--- src/rtl/bwr_pkg.sv ---
package bwr_pkg;
   typedef enum logic [1:0] {
      ST_IDLE = 2'd0,
      ST_ADDR = 2'd1,
      ST_DATA = 2'd2,
      ST_TURN = 2'd3
   } bwr_state_e;

   localparam logic [3:0] CMD_MEM_WRITE = 4'b0111;
endpackage

--- src/rtl/bwr_initiator.sv ---
module bwr_initiator
   import bwr_pkg::*;
#(
   parameter int DW          = 32,
   parameter int LEN_W       = 4,
   parameter int DEVSEL_WAIT = 4
) (
   input  logic             clk,
   input  logic             rst_n,
   input  logic             req_valid,
   input  logic [DW-1:0]    req_addr,
   input  logic [LEN_W-1:0] req_len,
   output logic             req_ready,
   input  logic             feed_valid,
   input  logic [DW-1:0]    feed_data,
   output logic             feed_take,
   input  logic             devsel_n,
   input  logic             trdy_n,
   output logic             frame_n,
   output logic             irdy_n,
   output logic [DW-1:0]    ad_o,
   output logic [DW/8-1:0]  cbe_o,
   output logic             xfer_done,
   output logic             xfer_err
);
   localparam int CW = DW / 8;

   bwr_state_e       state_q;
   logic [DW-1:0]    addr_q;
   logic [LEN_W-1:0] left_q;
   logic             err_q;
   logic             abort;
   logic             beat;
   logic             last;

   assign last = (left_q == LEN_W'(1));
   assign beat = (state_q == ST_DATA) && feed_valid && !trdy_n;

   generate
      if (DEVSEL_WAIT > 0) begin : g_timeout
         localparam int WW = $clog2(DEVSEL_WAIT + 1);
         logic [WW-1:0] wait_q;
         always_ff @(posedge clk or negedge rst_n) begin
            if (!rst_n) begin
               wait_q <= '0;
            end else if (state_q == ST_ADDR) begin
               wait_q <= '0;
            end else if (state_q == ST_DATA && devsel_n && wait_q != WW'(DEVSEL_WAIT - 1)) begin
               wait_q <= wait_q + WW'(1);
            end
         end
         assign abort = (state_q == ST_DATA) && devsel_n && (wait_q == WW'(DEVSEL_WAIT - 1));
      end else begin : g_no_timeout
         assign abort = 1'b0;
      end
   endgenerate

   always_ff @(posedge clk or negedge rst_n) begin
      if (!rst_n) begin
         state_q <= ST_IDLE;
         addr_q  <= '0;
         left_q  <= '0;
         err_q   <= 1'b0;
      end else begin
         case (state_q)
            ST_IDLE: begin
               if (req_valid) begin
                  state_q <= ST_ADDR;
                  addr_q  <= req_addr;
                  left_q  <= req_len;
                  err_q   <= 1'b0;
               end
            end
            ST_ADDR: state_q <= ST_DATA;
            ST_DATA: begin
               if (abort) begin
                  state_q <= ST_TURN;
                  err_q   <= 1'b1;
               end else if (beat) begin
                  if (last) state_q <= ST_TURN;
                  left_q <= left_q - LEN_W'(1);
               end
            end
            default: state_q <= ST_IDLE;
         endcase
      end
   end

   assign req_ready = (state_q == ST_IDLE);
   assign feed_take = beat;
   assign frame_n   = !((state_q == ST_ADDR) || (state_q == ST_DATA && !last));
   assign irdy_n    = !((state_q == ST_DATA) && feed_valid);
   assign ad_o      = (state_q == ST_ADDR) ? addr_q :
                      (state_q == ST_DATA) ? feed_data : '0;
   assign cbe_o     = (state_q == ST_ADDR) ? CW'(CMD_MEM_WRITE) : '0;
   assign xfer_done = (state_q == ST_TURN);
   assign xfer_err  = err_q;


   no_beat_unclaimed_chk: assert property (@(posedge clk) disable iff (!rst_n)
      (state_q == ST_DATA && devsel_n) |-> !feed_take);


   last_beat_ends_chk: assert property (@(posedge clk) disable iff (!rst_n)
      (feed_take && frame_n) |=> (state_q == ST_TURN));


   devsel_hold_chk: assert property (@(posedge clk) disable iff (!rst_n)
      (state_q == ST_DATA && !devsel_n && !(feed_take && frame_n)) |=> !devsel_n);


   len_nonzero_chk: assert property (@(posedge clk) disable iff (!rst_n)
      (req_valid && req_ready) |-> (req_len != '0));
endmodule

--- src/rtl/bwr_target.sv ---
module bwr_target
   import bwr_pkg::*;
#(
   parameter int DW = 32
) (
   input  logic            clk,
   input  logic            rst_n,
   input  logic            tgt_en,
   input  logic            tgt_ready,
   input  logic            frame_n,
   input  logic            irdy_n,
   input  logic [DW-1:0]   ad,
   input  logic [DW/8-1:0] cbe_n,
   output logic            devsel_n,
   output logic            trdy_n,
   output logic            cap_valid,
   output logic [DW-1:0]   cap_addr,
   output logic [DW-1:0]   cap_data
);
   localparam int BYTES = DW / 8;

   logic          sel_q;
   logic          frame_prev_q;
   logic [DW-1:0] addr_q;
   logic          addr_phase;
   logic          beat;

   assign addr_phase = !frame_n && frame_prev_q && !sel_q && tgt_en &&
                       (cbe_n[3:0] == CMD_MEM_WRITE);
   assign beat       = sel_q && !irdy_n && !trdy_n;

   always_ff @(posedge clk or negedge rst_n) begin
      if (!rst_n) begin
         sel_q        <= 1'b0;
         frame_prev_q <= 1'b1;
         addr_q       <= '0;
         cap_valid    <= 1'b0;
         cap_addr     <= '0;
         cap_data     <= '0;
      end else begin
         frame_prev_q <= frame_n;
         cap_valid    <= beat;
         if (addr_phase) begin
            sel_q  <= 1'b1;
            addr_q <= ad;
         end else if (beat) begin
            cap_addr <= addr_q;
            cap_data <= ad;
            addr_q   <= addr_q + DW'(BYTES);
            if (frame_n) sel_q <= 1'b0;
         end
      end
   end

   assign devsel_n = !sel_q;
   assign trdy_n   = !(sel_q && tgt_ready);


   cap_after_beat_chk: assert property (@(posedge clk) disable iff (!rst_n)
      cap_valid |-> $past(!irdy_n && !trdy_n));


   release_chk: assert property (@(posedge clk) disable iff (!rst_n)
      (!irdy_n && !trdy_n && frame_n) |=> devsel_n);


   addr_phase_chk: assert property (@(posedge clk) disable iff (!rst_n)
      $fell(frame_n) |-> irdy_n);
endmodule

--- src/rtl/bwr_link.sv ---
module bwr_link
   import bwr_pkg::*;
#(
   parameter int DW          = 32,
   parameter int LEN_W       = 4,
   parameter int DEVSEL_WAIT = 4
) (
   input  logic             clk,
   input  logic             rst_n,
   input  logic             req_valid,
   input  logic [DW-1:0]    req_addr,
   input  logic [LEN_W-1:0] req_len,
   output logic             req_ready,
   input  logic             feed_valid,
   input  logic [DW-1:0]    feed_data,
   output logic             feed_take,
   input  logic             tgt_en,
   input  logic             tgt_ready,
   output logic             frame_n,
   output logic             irdy_n,
   output logic             trdy_n,
   output logic             devsel_n,
   output logic [DW-1:0]    ad,
   output logic [DW/8-1:0]  cbe_n,
   output logic             cap_valid,
   output logic [DW-1:0]    cap_addr,
   output logic [DW-1:0]    cap_data,
   output logic             xfer_done,
   output logic             xfer_err
);
   generate
      if (DW % 8 != 0 || DW < 32) begin : g_bad_dw
         $error("bwr_link: DW must be a multiple of 8 and at least 32");
      end
      if (LEN_W < 2) begin : g_bad_len
         $error("bwr_link: LEN_W must be at least 2");
      end
      if (DEVSEL_WAIT < 0) begin : g_bad_wait
         $error("bwr_link: DEVSEL_WAIT must not be negative");
      end
   endgenerate

   bwr_initiator #(.DW(DW), .LEN_W(LEN_W), .DEVSEL_WAIT(DEVSEL_WAIT)) u_init (
      .clk        (clk),
      .rst_n      (rst_n),
      .req_valid  (req_valid),
      .req_addr   (req_addr),
      .req_len    (req_len),
      .req_ready  (req_ready),
      .feed_valid (feed_valid),
      .feed_data  (feed_data),
      .feed_take  (feed_take),
      .devsel_n   (devsel_n),
      .trdy_n     (trdy_n),
      .frame_n    (frame_n),
      .irdy_n     (irdy_n),
      .ad_o       (ad),
      .cbe_o      (cbe_n),
      .xfer_done  (xfer_done),
      .xfer_err   (xfer_err)
   );

   bwr_target #(.DW(DW)) u_tgt (
      .clk       (clk),
      .rst_n     (rst_n),
      .tgt_en    (tgt_en),
      .tgt_ready (tgt_ready),
      .frame_n   (frame_n),
      .irdy_n    (irdy_n),
      .ad        (ad),
      .cbe_n     (cbe_n),
      .devsel_n  (devsel_n),
      .trdy_n    (trdy_n),
      .cap_valid (cap_valid),
      .cap_addr  (cap_addr),
      .cap_data  (cap_data)
   );
endmodule

--- config.mk ---
export PLATFORM = sky130hd
export DESIGN_NAME = bwr_link
export DESIGN_NICKNAME = d
export VERILOG_FILES = /design/src/rtl/bwr_pkg.sv /design/src/rtl/bwr_initiator.sv /design/src/rtl/bwr_target.sv /design/src/rtl/bwr_link.sv
export SDC_FILE = /design/constraint.sdc
export NUM_CORES = 1
export LEC_CHECK = 0
export ABC_AREA = 1
export CAP_MARGIN = 5
export CORE_MARGIN = 1
export CORE_UTILIZATION = 53
export DETAILED_ROUTE_END_ITERATION = 10
export PLACE_DENSITY = 0.95
export RECOVER_POWER = 25
export SKIP_CTS_REPAIR_TIMING = 1
export SYNTH_ARGS = -nofsm -noshare
export SYNTH_HDL_FRONTEND = slang
export SYNTH_SLANG_ARGS = --single-unit
--- constraint.sdc ---
create_clock -name clk -period 3.3 [get_ports clk]
set_input_delay 0.99 -clock clk [delete_from_list [all_inputs] [get_ports clk]]
set_output_delay 0.99 -clock clk [all_outputs]
set_load 0.01 [all_outputs]
==> results of run 1 <==
[synth_stat cells]
library cell,n,area share (%)
inv_2,4,0.22
or2_2,2,0.18
xor2_1,4,0.51
o21ai_0,21,1.5
o221ai_1,2,0.26
nor3_1,6,0.44
o2111ai_1,3,0.39
o211ai_1,5,0.55
buf_4,7,0.77
ha_1,9,1.6
a22o_1,21,2.7
inv_1,66,3.6
buf_1,1,0.055
o21bai_1,1,0.11
dfrtp_1,140,51
nand3b_1,4,0.44
dfstp_2,1,0.39
nand4_2,1,0.18
buf_2,22,1.6
a31oi_1,1,0.092
a22oi_1,10,1.1
nand2_2,4,0.37
clkbuf_1,5,0.28
nor2_8,1,0.29
nand3_1,42,3.1
nand4_4,1,0.31
o21ai_1,14,1.0
nor2_4,5,0.82
a211oi_1,2,0.22
nand3_2,1,0.15
o22ai_1,11,1.0
mux2_2,31,5.1
a21oi_1,10,0.73
nor3_2,1,0.15
nand2_4,1,0.16
nand2_1,229,13
buf_6,1,0.16
conb_1,1,0.055
nand4_1,15,1.4
nor2_1,72,4.0
[layout by cell type, fill, tap and decap left out, types with 10 or more instances in the layout]
cell / instances
o21ai_1: 15
a22o_1: 19
mux2_2: 31
nand3_1: 42
clkdlybuf4s50_1: 155
o21ai_0: 20
buf_4: 39
nand4_1: 15
dfrtp_1: 140
nand2_1: 229
inv_1: 66
o22ai_1: 11
nor2_1: 72
clkbuf_16: 18
dlymetal6s2s_1: 25
a21oi_1: 10
[per-layer routing]
| layer | wire [um] | global-route usage [%] | up-vias |
|---|---|---|---|
| met5 | 0 | 0 | - |
| met4 | 884 | 15.1 | 0 |
| met3 | 1950 | 7.43 | 84 |
| met2 | 10700 | 51.9 | 445 |
| met1 | 8330 | 41.3 | 3219 |
| li1 | - | - | 2970 |
[final cells by class]
class / instances / area [um^2] / share of cell area [%]
clock buffer: 22 / 484 / 4.98
clock inverter: 8 / 42.5 / 0.438
inverter: 70 / 265 / 2.73
multi-input combinational: 531 / 2880 / 29.6
sequential: 141 / 3530 / 36.3
tap: 172 / 215 / 2.21
timing repair buffer: 228 / 2310 / 23.8
[worst max-delay path, cell delays in order, from the launching register on]
cell and delay, ns:
dfrtp_1 0.41, inv_1 0.10, ha_2 0.22, inv_4 0.06
nor2_4 0.12, buf_12 0.14, buf_12 0.15, a22oi_1 0.10
inv_1 0.09, clkdlybuf4s50_1 0.53
[through the flow]
| stage | hold slack [ns] | util, % | setup WS (ns) | setup TNS (ns) |
|---|---|---|---|---|
| floorplan | 0.449 | - | 0.700 | 0 |
| global placement | 0.456 | 71.5 | 0.00441 | 0 |
| detailed placement | 0.459 | 71.5 | -0.00207 | -0.00207 |
| CTS | 0.473 | 75.7 | -0.342 | -3.13 |
| global route | 0.498 | 77.4 | -0.145 | -0.657 |
| finish | 0.472 | 77.4 | -0.0519 | -0.119 |
[flip-flops by register name, summed over array words and instances, names as in the netlist]
| name | flops |
|---|---|
| u_tgt.cap_addr | 32 |
| u_tgt.cap_data | 32 |
| u_tgt.sel_q | 1 |
| u_init.xfer_err | 1 |
| u_init.left_q | 4 |
| u_init.g_timeout.wait_q | 3 |
| u_tgt.cap_valid | 1 |
| u_tgt.frame_prev_q | 1 |
| u_init.addr_q | 32 |
| u_init.state_q | 2 |
| u_tgt.addr_q | 32 |
[power by group]
group          leakage (nW)  internal (mW)  switching (mW)
combinational          2.86           2.18            2.15
sequential             1.79           2.48           0.541
clock                 0.267           1.02           0.707
[logic make-up after synthesis]
family	Yosys count	share of synthesized area, %
mux	31	5.11
flops	141	51.7
buf+inv	106	6.73
compound gates	101	9.72
fa+ha+maj	9	1.65
xor+xnor	4	0.513
simple gates	385	24.5
other cells	1	0.0549
[path summary, 6_finish.rpt]
path,startpoint,to,slack [ns]
setup / recovery,u_init.state_q[0]$_DFFE_PN0P_,ad[16],-0.05
hold / removal,u_tgt.cap_addr[20]$_DFFE_PN0P_,u_tgt.cap_addr[20]$_DFFE_PN0P_,0.47
setup reg to reg,u_init.state_q[1]$_DFFE_PN0P_,u_tgt.addr_q[4]$_DFFE_PN0P_,0.90
hold reg to reg,u_tgt.cap_addr[20]$_DFFE_PN0P_,u_tgt.cap_addr[20]$_DFFE_PN0P_,0.47
max in group asynchronous,rst_n,u_tgt.cap_valid$_DFF_PN0_,0.65
min in group asynchronous,rst_n,u_tgt.cap_data[19]$_DFFE_PN0P_,1.01
==> results.ini, run 1 <==
[final_layout]
nets=1072
final_cells=1172
area_delta_synth_final_pct=42.5
fillerInstances=754
antenna_cells=0
fin_area_mm2=0.00972
drive_gt1_share_pct=13.9

[floorplanning]
die_w_um=115
start_util_pct=54.3
rows=41
core_area_mm2=0.0126
fp.dieArea_mm2=0.0133
io-pin-count=183
chipHeight_um=115

[route]
antenna_left=0
drtIter0Drc=666
drt-pass1-iter-count=6
wl_per_cell_um=18.7
drc=0
vias_per_cell=5.73
wirelength_um=21900
vias=6718

[synth]
synthCells=778
ys_types=40
yosysSeqAreaShare_pct=51.7
synth_area_per_cell_um2=8.77
synth-warning-count=0
synth_fp_nets=861
ys_ff_latch=141
syn_area_mm2=0.00683

[clocking]
cts_buffer_depth=2
clkTransAtPathRegs_ns=0.06
cts-htree-levels=4
cts_tree=done
clkLatencyLatePin_ns=0.43
root_buffer=clkbuf_16
clock_sinks=141
cts_buffers=17

[placement]
port_buffers=181
placed_area_mm2=0.00899
dp_hpwl_um=14500
place_inst=1133
routabilityCongestion=0.896

[worst_setup_path]
worstPathRequired_ns=2.31
critPathKind=reg2out
cp-start-kind=flip-flop
cp.arrival_ns=2.36
critPathMaxFanout=17
worstSetupEndpointType=output pin
rr_worst_depth=8

[timing]
drv_slew=68
grt_setup_unrepaired=true
finalHoldViolCount=0
clock_skew_ns=0.00790
slew_headroom_pct=-12.5
max_freq_mhz=298
setup_ws_ns=-0.0519
worstMarginPinSlew_ns=1.69
finalCritPeriodShare_pct=102
period_needed_ns=3.35
finalSetupViolations=4

[pwr]
ir_drop_mv=0.608
leakage_nw=4.92
p_per_area_mw_per_mm2=934
p_total_mw=9.08

[global_route]
grt_first_pass_wirelength_um=32000
grt_usage_pct=32.2
grt-ovfl-total=0
grt_antenna_before_repair=0
grt_max_degree=68
grt_pass1_vias=6272

[run_status]
outcome=complete, but fails checks
violations=capacitance limit, slew limit, setup timing

[run]
maxCapViolCount=1

[worst_hold_path]
hp-class=reg2reg
min_path_cells=2

Note: power is estimated with default switching activity, not from simulation.
==> run 2: changes to the inputs <==
Settings changed: CORE_MARGIN 1 to default.
==> results of run 2 <==
Final layout, timing and power as in run 1 (identical DEF).
